$ cat src/rtl/mii_conv_pkg.sv
package mii_conv_pkg;

  localparam int PORT_IDX_W = 3;

  localparam int OFS_ROUTE     = 'h008;
  localparam int OFS_LINK      = 'h014;
  localparam int OFS_PORT_BASE = 'h100;
  localparam int OFS_RELEASE   = 'h114;

  localparam int SPD_LO  = 0;
  localparam int MODE_LO = 2;
  localparam int FDX_BIT = 8;

  localparam logic [1:0] IF_MII   = 2'd0;
  localparam logic [1:0] IF_RMII  = 2'd1;
  localparam logic [1:0] IF_RGMII = 2'd2;
  localparam logic [1:0] SPD_10   = 2'd0;
  localparam logic [1:0] SPD_100  = 2'd1;
  localparam logic [1:0] SPD_1000 = 2'd2;

  typedef enum logic [2:0] {
    SEL_NONE,
    SEL_ROUTE,
    SEL_LINK,
    SEL_RELEASE,
    SEL_PORT
  } regSel_e;

  typedef struct packed {
    logic                  wr;
    logic                  rd;
    regSel_e               sel;
    logic [PORT_IDX_W-1:0] portIdx;
  } cfgStrobe_t;

  typedef struct packed {
    logic       fdx;
    logic [1:0] mode;
    logic [1:0] speed;
  } portCtrl_t;

endpackage

$ cat src/rtl/mii_conv_decode.sv
module mii_conv_decode
  import mii_conv_pkg::*;
#(
  parameter int NUM_PORTS = 5,
  parameter int ADDR_W    = 12
) (
  input  logic              wrEn,
  input  logic              rdEn,
  input  logic [ADDR_W-1:0] addr,
  output cfgStrobe_t        strobe
);

  localparam logic [ADDR_W-1:0] ROUTE_A   = ADDR_W'(OFS_ROUTE);
  localparam logic [ADDR_W-1:0] LINK_A    = ADDR_W'(OFS_LINK);
  localparam logic [ADDR_W-1:0] RELEASE_A = ADDR_W'(OFS_RELEASE);
  localparam logic [ADDR_W-1:0] PORT_A    = ADDR_W'(OFS_PORT_BASE);
  localparam logic [ADDR_W-1:0] PORT_END  = ADDR_W'(OFS_PORT_BASE + 4 * NUM_PORTS);

  regSel_e               sel;
  logic [PORT_IDX_W-1:0] portIdx;

  always_comb begin
    sel     = SEL_NONE;
    portIdx = '0;
    if (addr == RELEASE_A) begin
      sel = SEL_RELEASE;
    end else if (addr == ROUTE_A) begin
      sel = SEL_ROUTE;
    end else if (addr == LINK_A) begin
      sel = SEL_LINK;
    end else if (addr >= PORT_A && addr < PORT_END && addr[1:0] == 2'b00) begin
      sel     = SEL_PORT;
      portIdx = PORT_IDX_W'((addr - PORT_A) >> 2);
    end
  end

  assign strobe.wr      = wrEn && (sel != SEL_NONE);
  assign strobe.rd      = rdEn;
  assign strobe.sel     = sel;
  assign strobe.portIdx = portIdx;

endmodule

$ cat src/rtl/mii_conv_regs.sv
module mii_conv_regs
  import mii_conv_pkg::*;
#(
  parameter int NUM_PORTS = 5,
  parameter int DATA_W    = 32,
  parameter int ROUTE_W   = 5,
  parameter int LINK_W    = 12
) (
  input  logic                   clk,
  input  logic                   rst,
  input  cfgStrobe_t             strobe,
  input  logic [DATA_W-1:0]      wrData,
  output logic [DATA_W-1:0]      rdData,
  output logic [3*NUM_PORTS-1:0] portModeSel,
  output logic [3*NUM_PORTS-1:0] portSpeedSel,
  output logic [NUM_PORTS-1:0]   portFullDuplex,
  output logic [NUM_PORTS-1:0]   portEnable,
  output logic [ROUTE_W-1:0]     routeMode,
  output logic [LINK_W-1:0]      linkLevel
);

  localparam int CTRL_W = FDX_BIT + 1;

  logic [ROUTE_W-1:0]                routeReg;
  logic [LINK_W-1:0]                 linkReg;
  logic [NUM_PORTS-1:0]              releaseReg;
  logic [NUM_PORTS-1:0][DATA_W-1:0]  portWord;
  logic [DATA_W-1:0]                 portRd;
  logic                              unusedWrBits;

  assign unusedWrBits = ^wrData[DATA_W-1:LINK_W];

  always_ff @(posedge clk) begin
    if (rst) begin
      routeReg   <= '0;
      linkReg    <= '0;
      releaseReg <= '0;
    end else if (strobe.wr) begin
      case (strobe.sel)
        SEL_ROUTE:   routeReg   <= wrData[ROUTE_W-1:0];
        SEL_LINK:    linkReg    <= wrData[LINK_W-1:0];
        SEL_RELEASE: releaseReg <= wrData[NUM_PORTS-1:0];
        default: ;
      endcase
    end
  end

  for (genvar i = 0; i < NUM_PORTS; i++) begin : g_port
    portCtrl_t ctrlQ;
    logic      hit;
    logic [2:0] modeOh;
    logic [2:0] speedOh;

    assign hit = strobe.wr && (strobe.sel == SEL_PORT) &&
                 (strobe.portIdx == PORT_IDX_W'(i));

    always_ff @(posedge clk) begin
      if (rst) begin
        ctrlQ <= '0;
      end else if (hit) begin
        ctrlQ.fdx   <= wrData[FDX_BIT];
        ctrlQ.mode  <= wrData[MODE_LO +: 2];
        ctrlQ.speed <= (wrData[MODE_LO +: 2] == IF_MII) ? SPD_10 : wrData[SPD_LO +: 2];
      end
    end

    always_comb begin
      case (ctrlQ.mode)
        IF_MII:   modeOh = 3'b001;
        IF_RMII:  modeOh = 3'b010;
        IF_RGMII: modeOh = 3'b100;
        default:  modeOh = 3'b000;
      endcase
      case (ctrlQ.speed)
        SPD_10:   speedOh = 3'b001;
        SPD_100:  speedOh = 3'b010;
        SPD_1000: speedOh = 3'b100;
        default:  speedOh = 3'b000;
      endcase
    end

    assign portModeSel[3*i +: 3]  = modeOh;
    assign portSpeedSel[3*i +: 3] = speedOh;
    assign portFullDuplex[i]      = ctrlQ.fdx;
    assign portEnable[i]          = releaseReg[i] && (|modeOh) && (|speedOh);
    assign portWord[i] = DATA_W'({ctrlQ.fdx, {(CTRL_W - 5){1'b0}}, ctrlQ.mode, ctrlQ.speed});
  end

  always_comb begin
    portRd = '0;
    for (int i = 0; i < NUM_PORTS; i++) begin
      if (strobe.portIdx == PORT_IDX_W'(i)) portRd = portWord[i];
    end
  end

  always_ff @(posedge clk) begin
    if (rst || !strobe.rd) begin
      rdData <= '0;
    end else begin
      case (strobe.sel)
        SEL_ROUTE:   rdData <= DATA_W'(routeReg);
        SEL_LINK:    rdData <= DATA_W'(linkReg);
        SEL_RELEASE: rdData <= DATA_W'(releaseReg);
        SEL_PORT:    rdData <= portRd;
        default:     rdData <= '0;
      endcase
    end
  end

  assign routeMode = routeReg;
  assign linkLevel = linkReg;

endmodule

$ cat src/rtl/mii_conv_top.sv
module mii_conv_top
  import mii_conv_pkg::*;
#(
  parameter int NUM_PORTS = 5,
  parameter int ADDR_W    = 12,
  parameter int DATA_W    = 32,
  parameter int ROUTE_W   = 5,
  parameter int LINK_W    = 12
) (
  input  logic                   clk,
  input  logic                   rst,
  input  logic                   wrEn,
  input  logic                   rdEn,
  input  logic [ADDR_W-1:0]      addr,
  input  logic [DATA_W-1:0]      wrData,
  output logic [DATA_W-1:0]      rdData,
  output logic [3*NUM_PORTS-1:0] portModeSel,
  output logic [3*NUM_PORTS-1:0] portSpeedSel,
  output logic [NUM_PORTS-1:0]   portFullDuplex,
  output logic [NUM_PORTS-1:0]   portEnable,
  output logic [ROUTE_W-1:0]     routeMode,
  output logic [LINK_W-1:0]      linkLevel
);

  cfgStrobe_t strobe;

  mii_conv_decode #(
    .NUM_PORTS(NUM_PORTS),
    .ADDR_W   (ADDR_W)
  ) u_decode (
    .wrEn  (wrEn),
    .rdEn  (rdEn),
    .addr  (addr),
    .strobe(strobe)
  );

  mii_conv_regs #(
    .NUM_PORTS(NUM_PORTS),
    .DATA_W   (DATA_W),
    .ROUTE_W  (ROUTE_W),
    .LINK_W   (LINK_W)
  ) u_regs (
    .clk           (clk),
    .rst           (rst),
    .strobe        (strobe),
    .wrData        (wrData),
    .rdData        (rdData),
    .portModeSel   (portModeSel),
    .portSpeedSel  (portSpeedSel),
    .portFullDuplex(portFullDuplex),
    .portEnable    (portEnable),
    .routeMode     (routeMode),
    .linkLevel     (linkLevel)
  );

endmodule

$ cat config.mk
export PLATFORM = sky130hd
export DESIGN_NAME = mii_conv_top
export DESIGN_NICKNAME = d
export VERILOG_FILES = /design/src/rtl/mii_conv_pkg.sv /design/src/rtl/mii_conv_decode.sv /design/src/rtl/mii_conv_regs.sv /design/src/rtl/mii_conv_top.sv
export SDC_FILE = /design/constraint.sdc
export NUM_CORES = 1
export LEC_CHECK = 0
export CAP_MARGIN = 20
export CORE_UTILIZATION = 25
export DETAILED_ROUTE_END_ITERATION = 6
export GPL_ROUTABILITY_DRIVEN = 0
export SLEW_MARGIN = 40
export SYNTH_ARGS = -nofsm -noshare
export SYNTH_HDL_FRONTEND = slang
export SYNTH_HIERARCHICAL = 1
export SYNTH_SLANG_ARGS = --single-unit
export TNS_END_PERCENT = 50
$ cat constraint.sdc
create_clock -name clk -period 2.9 [get_ports clk]
set_clock_uncertainty 0.05 [all_clocks]
set_input_delay 0.58 -clock clk [delete_from_list [all_inputs] [get_ports clk]]
set_output_delay 0.58 -clock clk [all_outputs]
set_load 0.01 [all_outputs]
# Yosys cells after proc, flatten, opt, wreduce, memory -nomap -nowiden
# Index checks and enable logic that the tools add are counted.
# op_classes
addsub	1
order_cmp	2
n_eq_ne	31
n_mux	25
reduce_logical	48
# op_table
operator	n
3-bit one-hot mux with 3 select lines	10
12-bit one-hot mux with 4 select lines	1
9-bit two-way mux	5
3-bit OR reduction	10
2-bit zero test	12
3-bit two-way mux	8
2-bit by 1-bit == test with 1-bit output (second input constant)	10
2-bit == test (second input constant)	10
1-bit logical AND	19
12-bit by 4-bit == test with 1-bit output (second input constant)	1
12-bit by 5-bit == test with 1-bit output (second input constant)	1
12-bit by 9-bit == test with 1-bit output (second input constant)	1
3-bit by 2-bit == test with 1-bit output (second input constant)	4
12-bit by 9-bit greater-or-equal comparator with 1-bit output (second input constant)	1
12-bit by 9-bit less-than comparator with 1-bit output (second input constant)	1
3-bit by 1-bit == test with 1-bit output (second input constant)	2
3-bit == test (second input constant)	2
2-bit AND reduction	3
5-bit by 1-bit subtractor with 5-bit output (second input constant)	1
3-bit zero test	1
3-bit nonzero test	1
2-bit two-way mux	1
1-bit zero test	1
1-bit logical OR	1
# totals
reg_bits	79
inputBits	48
output_inout_bits	89

# Logic depth before layout (Yosys ltp)
# Gate-level depths: netlist of run 1.
# depth
depth_word	14
depth_mapped	8
depth_no_buf	6

# Cells and area by module
# Netlist of run 1, hierarchy kept.
# modules_own_cells
module	n_inst	cells_each	area_per_inst_um2
mii_conv_regs	1	324	3041.7
mii_conv_decode	1	20	141.4

# Worst setup path before layout of run 1
# No wires, ideal clock.
# synth_path
path_type	input -> register
from	in addr[10]
to	reg u_regs/g_port[3].ctrlQ[0] (netlist name)
t_arrival_ns	2.276
t_required_ns	2.778
path_slack_ns	0.503
cell_stages	7
n_path_buf	1
cell_sequence	nor4_2 -> nand3_2 -> nor4b_2 -> buf_2 -> and2b_2 -> nand3_4 -> mux2i_1
# synth_rtl
item	line_no	rtl
start, declared	mii_conv_top.sv:14	input logic [ADDR_W-1:0] addr,
end, declared	mii_conv_regs.sv:49	portCtrl_t ctrlQ;

==> results of run 1 <==
## cell usage in the layout (no fill, tap or decap), types with 3 or more instances in the layout
master            n
nand2b_1         30
mux2i_1          35
mux2_1            7
a22oi_1           5
or2_1             3
a21oi_1          20
clkbuf_16         9
buf_12            3
clkdlybuf4s50_1  96
and4bb_1          6
nor2b_1          21
nand2_1          37
clkinv_2          4
o32ai_1           4
conb_1           20
nor2_1           29
a221oi_1          4
buf_4            20
dfxtp_1          59
and2_1            6
## worst max path at each step
stage / endpoint / slack, ps
4_1_cts: u_regs/rdData[3]$_SDFF_PP0_ / 190
5_1_grt: u_regs/rdData[3]$_SDFF_PP0_ / 70
3_5_place_dp: u_regs/rdData[3]$_SDFF_PP0_ / -110
3_3_place_gp: u_regs/rdData[3]$_SDFF_PP0_ / -110
6_report: u_regs/rdData[3]$_SDFF_PP0_ / 190
2_1_floorplan: u_regs/g_port[3].ctrlQ[0]$_SDFFE_PP0P_ / 500
## kinds of logic after synthesis
group	count (synthesis)
other	1
flip-flops	59
AO/OA/AOI/OAI	38
multiplexers	45
buffers and inverters	40
AND/OR/NAND/NOR	161
## power groups by stage
stage	Clock (W)	Combinational, W	Sequential [W]
3_5_place_dp	0	0.0000925	0.000828
2_1_floorplan	0	0.0000579	0.000828
3_3_place_gp	0	0.0000910	0.000828
5_1_grt	0.00116	0.0000998	0.000811
4_1_cts	0.00112	0.0000927	0.000811
6_report	0.00110	0.0000934	0.000812
## state kept, by name, summed over array words and instances, names as in the netlist
name / flops
u_regs/g_port.ctrlQ: 20
u_regs/linkLevel: 12
u_regs/rdData: 12
u_regs/portFullDuplex: 5
u_regs/releaseReg: 5
u_regs/routeMode: 5
## per-layer routing
| metal | vias up | part of all wire, % |
|---|---|---|
| li1 | 1358 | - |
| met1 | 1281 | 46 |
| met2 | 79 | 48 |
| met3 | 8 | 4.7 |
| met4 | 0 | 0.58 |
| met5 | - | 0 |
## final cells by class
class | count | area (um^2) | share of cell area [%]
Clock buffer | 10 | 229 | 4.90
Tap cell | 168 | 210 | 4.50
Clock inverter | 6 | 80.1 | 1.71
Multi-Input combinational cell | 264 | 1800 | 38.6
Timing Repair Buffer | 119 | 1170 | 25.1
Sequential cell | 59 | 1180 | 25.3
## worst max-delay path: cells and delay by family
family                 cells  cell delay, ps
buffers and inverters      3             770
AO/OA/AOI/OAI              2             580
AND/OR/NAND/NOR            4             910
## per-stage QoR
step / setup TNS (ps) / hold slack (ps) / utilization (%) / total power, W / worst slack, ps
after floorplan: 0 / 411 / - / 0.000886 / 503
after global placement: -311 / 407 / 35.7 / 0.000919 / -105
after detailed placement: -379 / 415 / 35.7 / 0.000921 / -108
after CTS: 0 / 422 / 38.3 / 0.00203 / 191
after global routing: 0 / 454 / 38.3 / 0.00207 / 65.7
final: 0 / 420 / 38.3 / 0.00201 / 187
==> flow_metrics.py, run 1 <==
metrics = {
    "floorplan": {
        "core_area_um2": 12200,
        "die_area_um2": 13200,
        "initial_core_util_pct": 26.1,
        "fp-row-count": 40,
        "io_pins": 137,
        "die_w_um": 115,
        "die_y_um": 115,
    },
    "critical_path": {
        "cp_slowest_cell": "clkdlybuf4s50_1",
        "end_kind": "register",
        "r2r-end": "u_regs/rdData[1]$_SDFF_PP0_",
        "cp.required_ps": 3040,
        "r2r_setup_slack_ps": 1480,
        "worstReg2RegStart": "u_regs/g_port[3].ctrlQ[1]$_SDFFE_PP0P_",
        "startpoint": "addr[5]",
        "crit_path_frequent_cell": "buf_4",
        "worst-setup-path-type": "in2reg",
        "start_kind": "primary input",
        "crit_chain": "clkdlybuf4s50_1, nor4_2, buf_4, nand3_2, nor4b_2, buf_4, and2b_1, a221oi_1, o32ai_1",
        "arrival_ps": 2850,
        "cp_max_fo": 6,
        "critPathMaxStageDelay_ps": 420,
        "reg2regPathDepth": 3,
    },
    "routing": {
        "routed_wl_um": 8720,
        "viasPerCell": 4.35,
        "drt_iter0_markers": 149,
        "wire_per_inst_um": 13.9,
        "dr.pass1.iters": 4,
        "vias": 2726,
        "drc": 0,
        "ant_nets": 0,
    },
    "clocking": {
        "numCtsBuffers": 9,
        "cts_tree": "done",
        "cts_setup_buffers": 0,
        "cts.hold.buffers_added": 0,
        "clockRootBuffer": "clkbuf_16",
        "cts_max_level": 3,
        "clk_pin_slew_ps": 50,
        "cts.sink_count": 59,
        "ctsResizeCount": 0,
        "clkLatencyLatePin_ps": 320,
        "max-clock-path-buffers": 2,
    },
    "pwr": {
        "power_frac_comb_pct": 4.7,
        "p_leak_nw": 1.97,
        "clkPwrFrac_pct": 54.9,
        "p_sw_w": 0.000402,
        "p_seq_share_pct": 40.5,
        "switching_share_pct": 20.1,
        "intPower_w": 0.00160,
        "vdd_drop_max_uv": 262,
        "power.density_nw_per_um2": 429,
    },
    "logic_synthesis": {
        "synth_common_cells": "dfxtp_1, nand2_1, mux2i_1",
        "ys_seq_area_share_pct": 37.1,
        "ys.flop_type": "dfxtp_1",
        "synth_compound_area_share_pct": 8.10,
        "yosysTopAreaCell": "dfxtp_1",
        "yosys-mux-area-fraction_pct": 14.7,
        "async_reset_ff_share_pct": 0,
        "syn_inst": 344,
        "yosysWarnings": 6,
        "yosys_register_bits": 59,
        "yosys.area_share.simple_pct": 31.5,
        "synth-edff-count": 0,
        "synth_top_area_share_pct": 37.1,
        "synth_top_family_by_area": "simple AND/OR/NAND/NOR gates",
        "yosysMostFrequentCell": "dfxtp_1",
        "synth.area.top_cells": "dfxtp_1, mux2i_1, buf_4",
        "avgSynthCellArea_um2": 9.25,
        "yosys.cell_types.count": 48,
        "netlist_area_um2": 3180,
        "synthAdderAreaFrac_pct": 0,
        "synth_xor_area_share_pct": 0,
    },
    "job": {
        "maxCapViolations": 0,
    },
    "final_layout": {
        "layout-drive-gt1-share_pct": 12.9,
        "layoutNonFillerInstCount": 626,
        "fillers": 1255,
        "area_delta_synth_final_pct": 46.8,
        "design_area_um2": 4670,
        "diodes": 0,
        "nNetsFinal": 501,
    },
    "global_routing": {
        "grt-ovfl-total": 0,
        "grt_max_degree": 52,
        "grt_pass1_wl_um": 13800,
        "met1_usage_pct": 16.7,
        "antenna_found_initial": 0,
        "first_global_vias": 2634,
        "met2_usage_pct": 23.6,
        "busiest_layer": "met2",
        "grt_usage_pct": 13.7,
        "grtUsageMet3_pct": 4.27,
    },
    "run_status": {
        "outcome": "finished, final reports clean",
    },
    "sta": {
        "finalSetupViolCount": 0,
        "drv_slew": 0,
        "post-route-period-util_pct": 93.6,
        "fmax_mhz": 369,
        "hold_viol": 0,
        "rsz0062_at_grt": "no",
        "fin_crit_ps": 2710,
    },
    "placed_design": {
        "portBuffers": 96,
        "dp.final_hpwl_um": 6680,
        "placed_area_um2": 4360,
        "dp_cells": 610,
    },
    "min_path": {
        "hold_start": "u_regs/linkLevel[9]$_SDFFE_PP0P_",
        "hold-path-cell-count": 2,
        "hp-class": "reg2reg",
        "holdPathEnd": "u_regs/linkLevel[9]$_SDFFE_PP0P_",
    },
}
Note: power is estimated with default switching activity, not from simulation.
==> run 2, diff against run 1 <==
--- a/config.mk
+++ b/config.mk
@@ -9,7 +9,6 @@
 export CORE_UTILIZATION = 25
 export DETAILED_ROUTE_END_ITERATION = 6
 export GPL_ROUTABILITY_DRIVEN = 0
-export SLEW_MARGIN = 40
 export SYNTH_ARGS = -nofsm -noshare
 export SYNTH_HDL_FRONTEND = slang
 export SYNTH_HIERARCHICAL = 1
==> results of run 2 <==
No change in the layout: final DEF, timing and power equal those of run 1.
==> run 3, diff against run 2 <==
--- a/config.mk
+++ b/config.mk
@@ -7,6 +7,7 @@
 export LEC_CHECK = 0
 export CAP_MARGIN = 20
 export CORE_UTILIZATION = 25
+export CTS_CLUSTER_SIZE = 25
 export DETAILED_ROUTE_END_ITERATION = 6
 export GPL_ROUTABILITY_DRIVEN = 0
 export SYNTH_ARGS = -nofsm -noshare
==> results of run 3 <==
No change in the layout: final DEF, timing and power equal those of run 1.
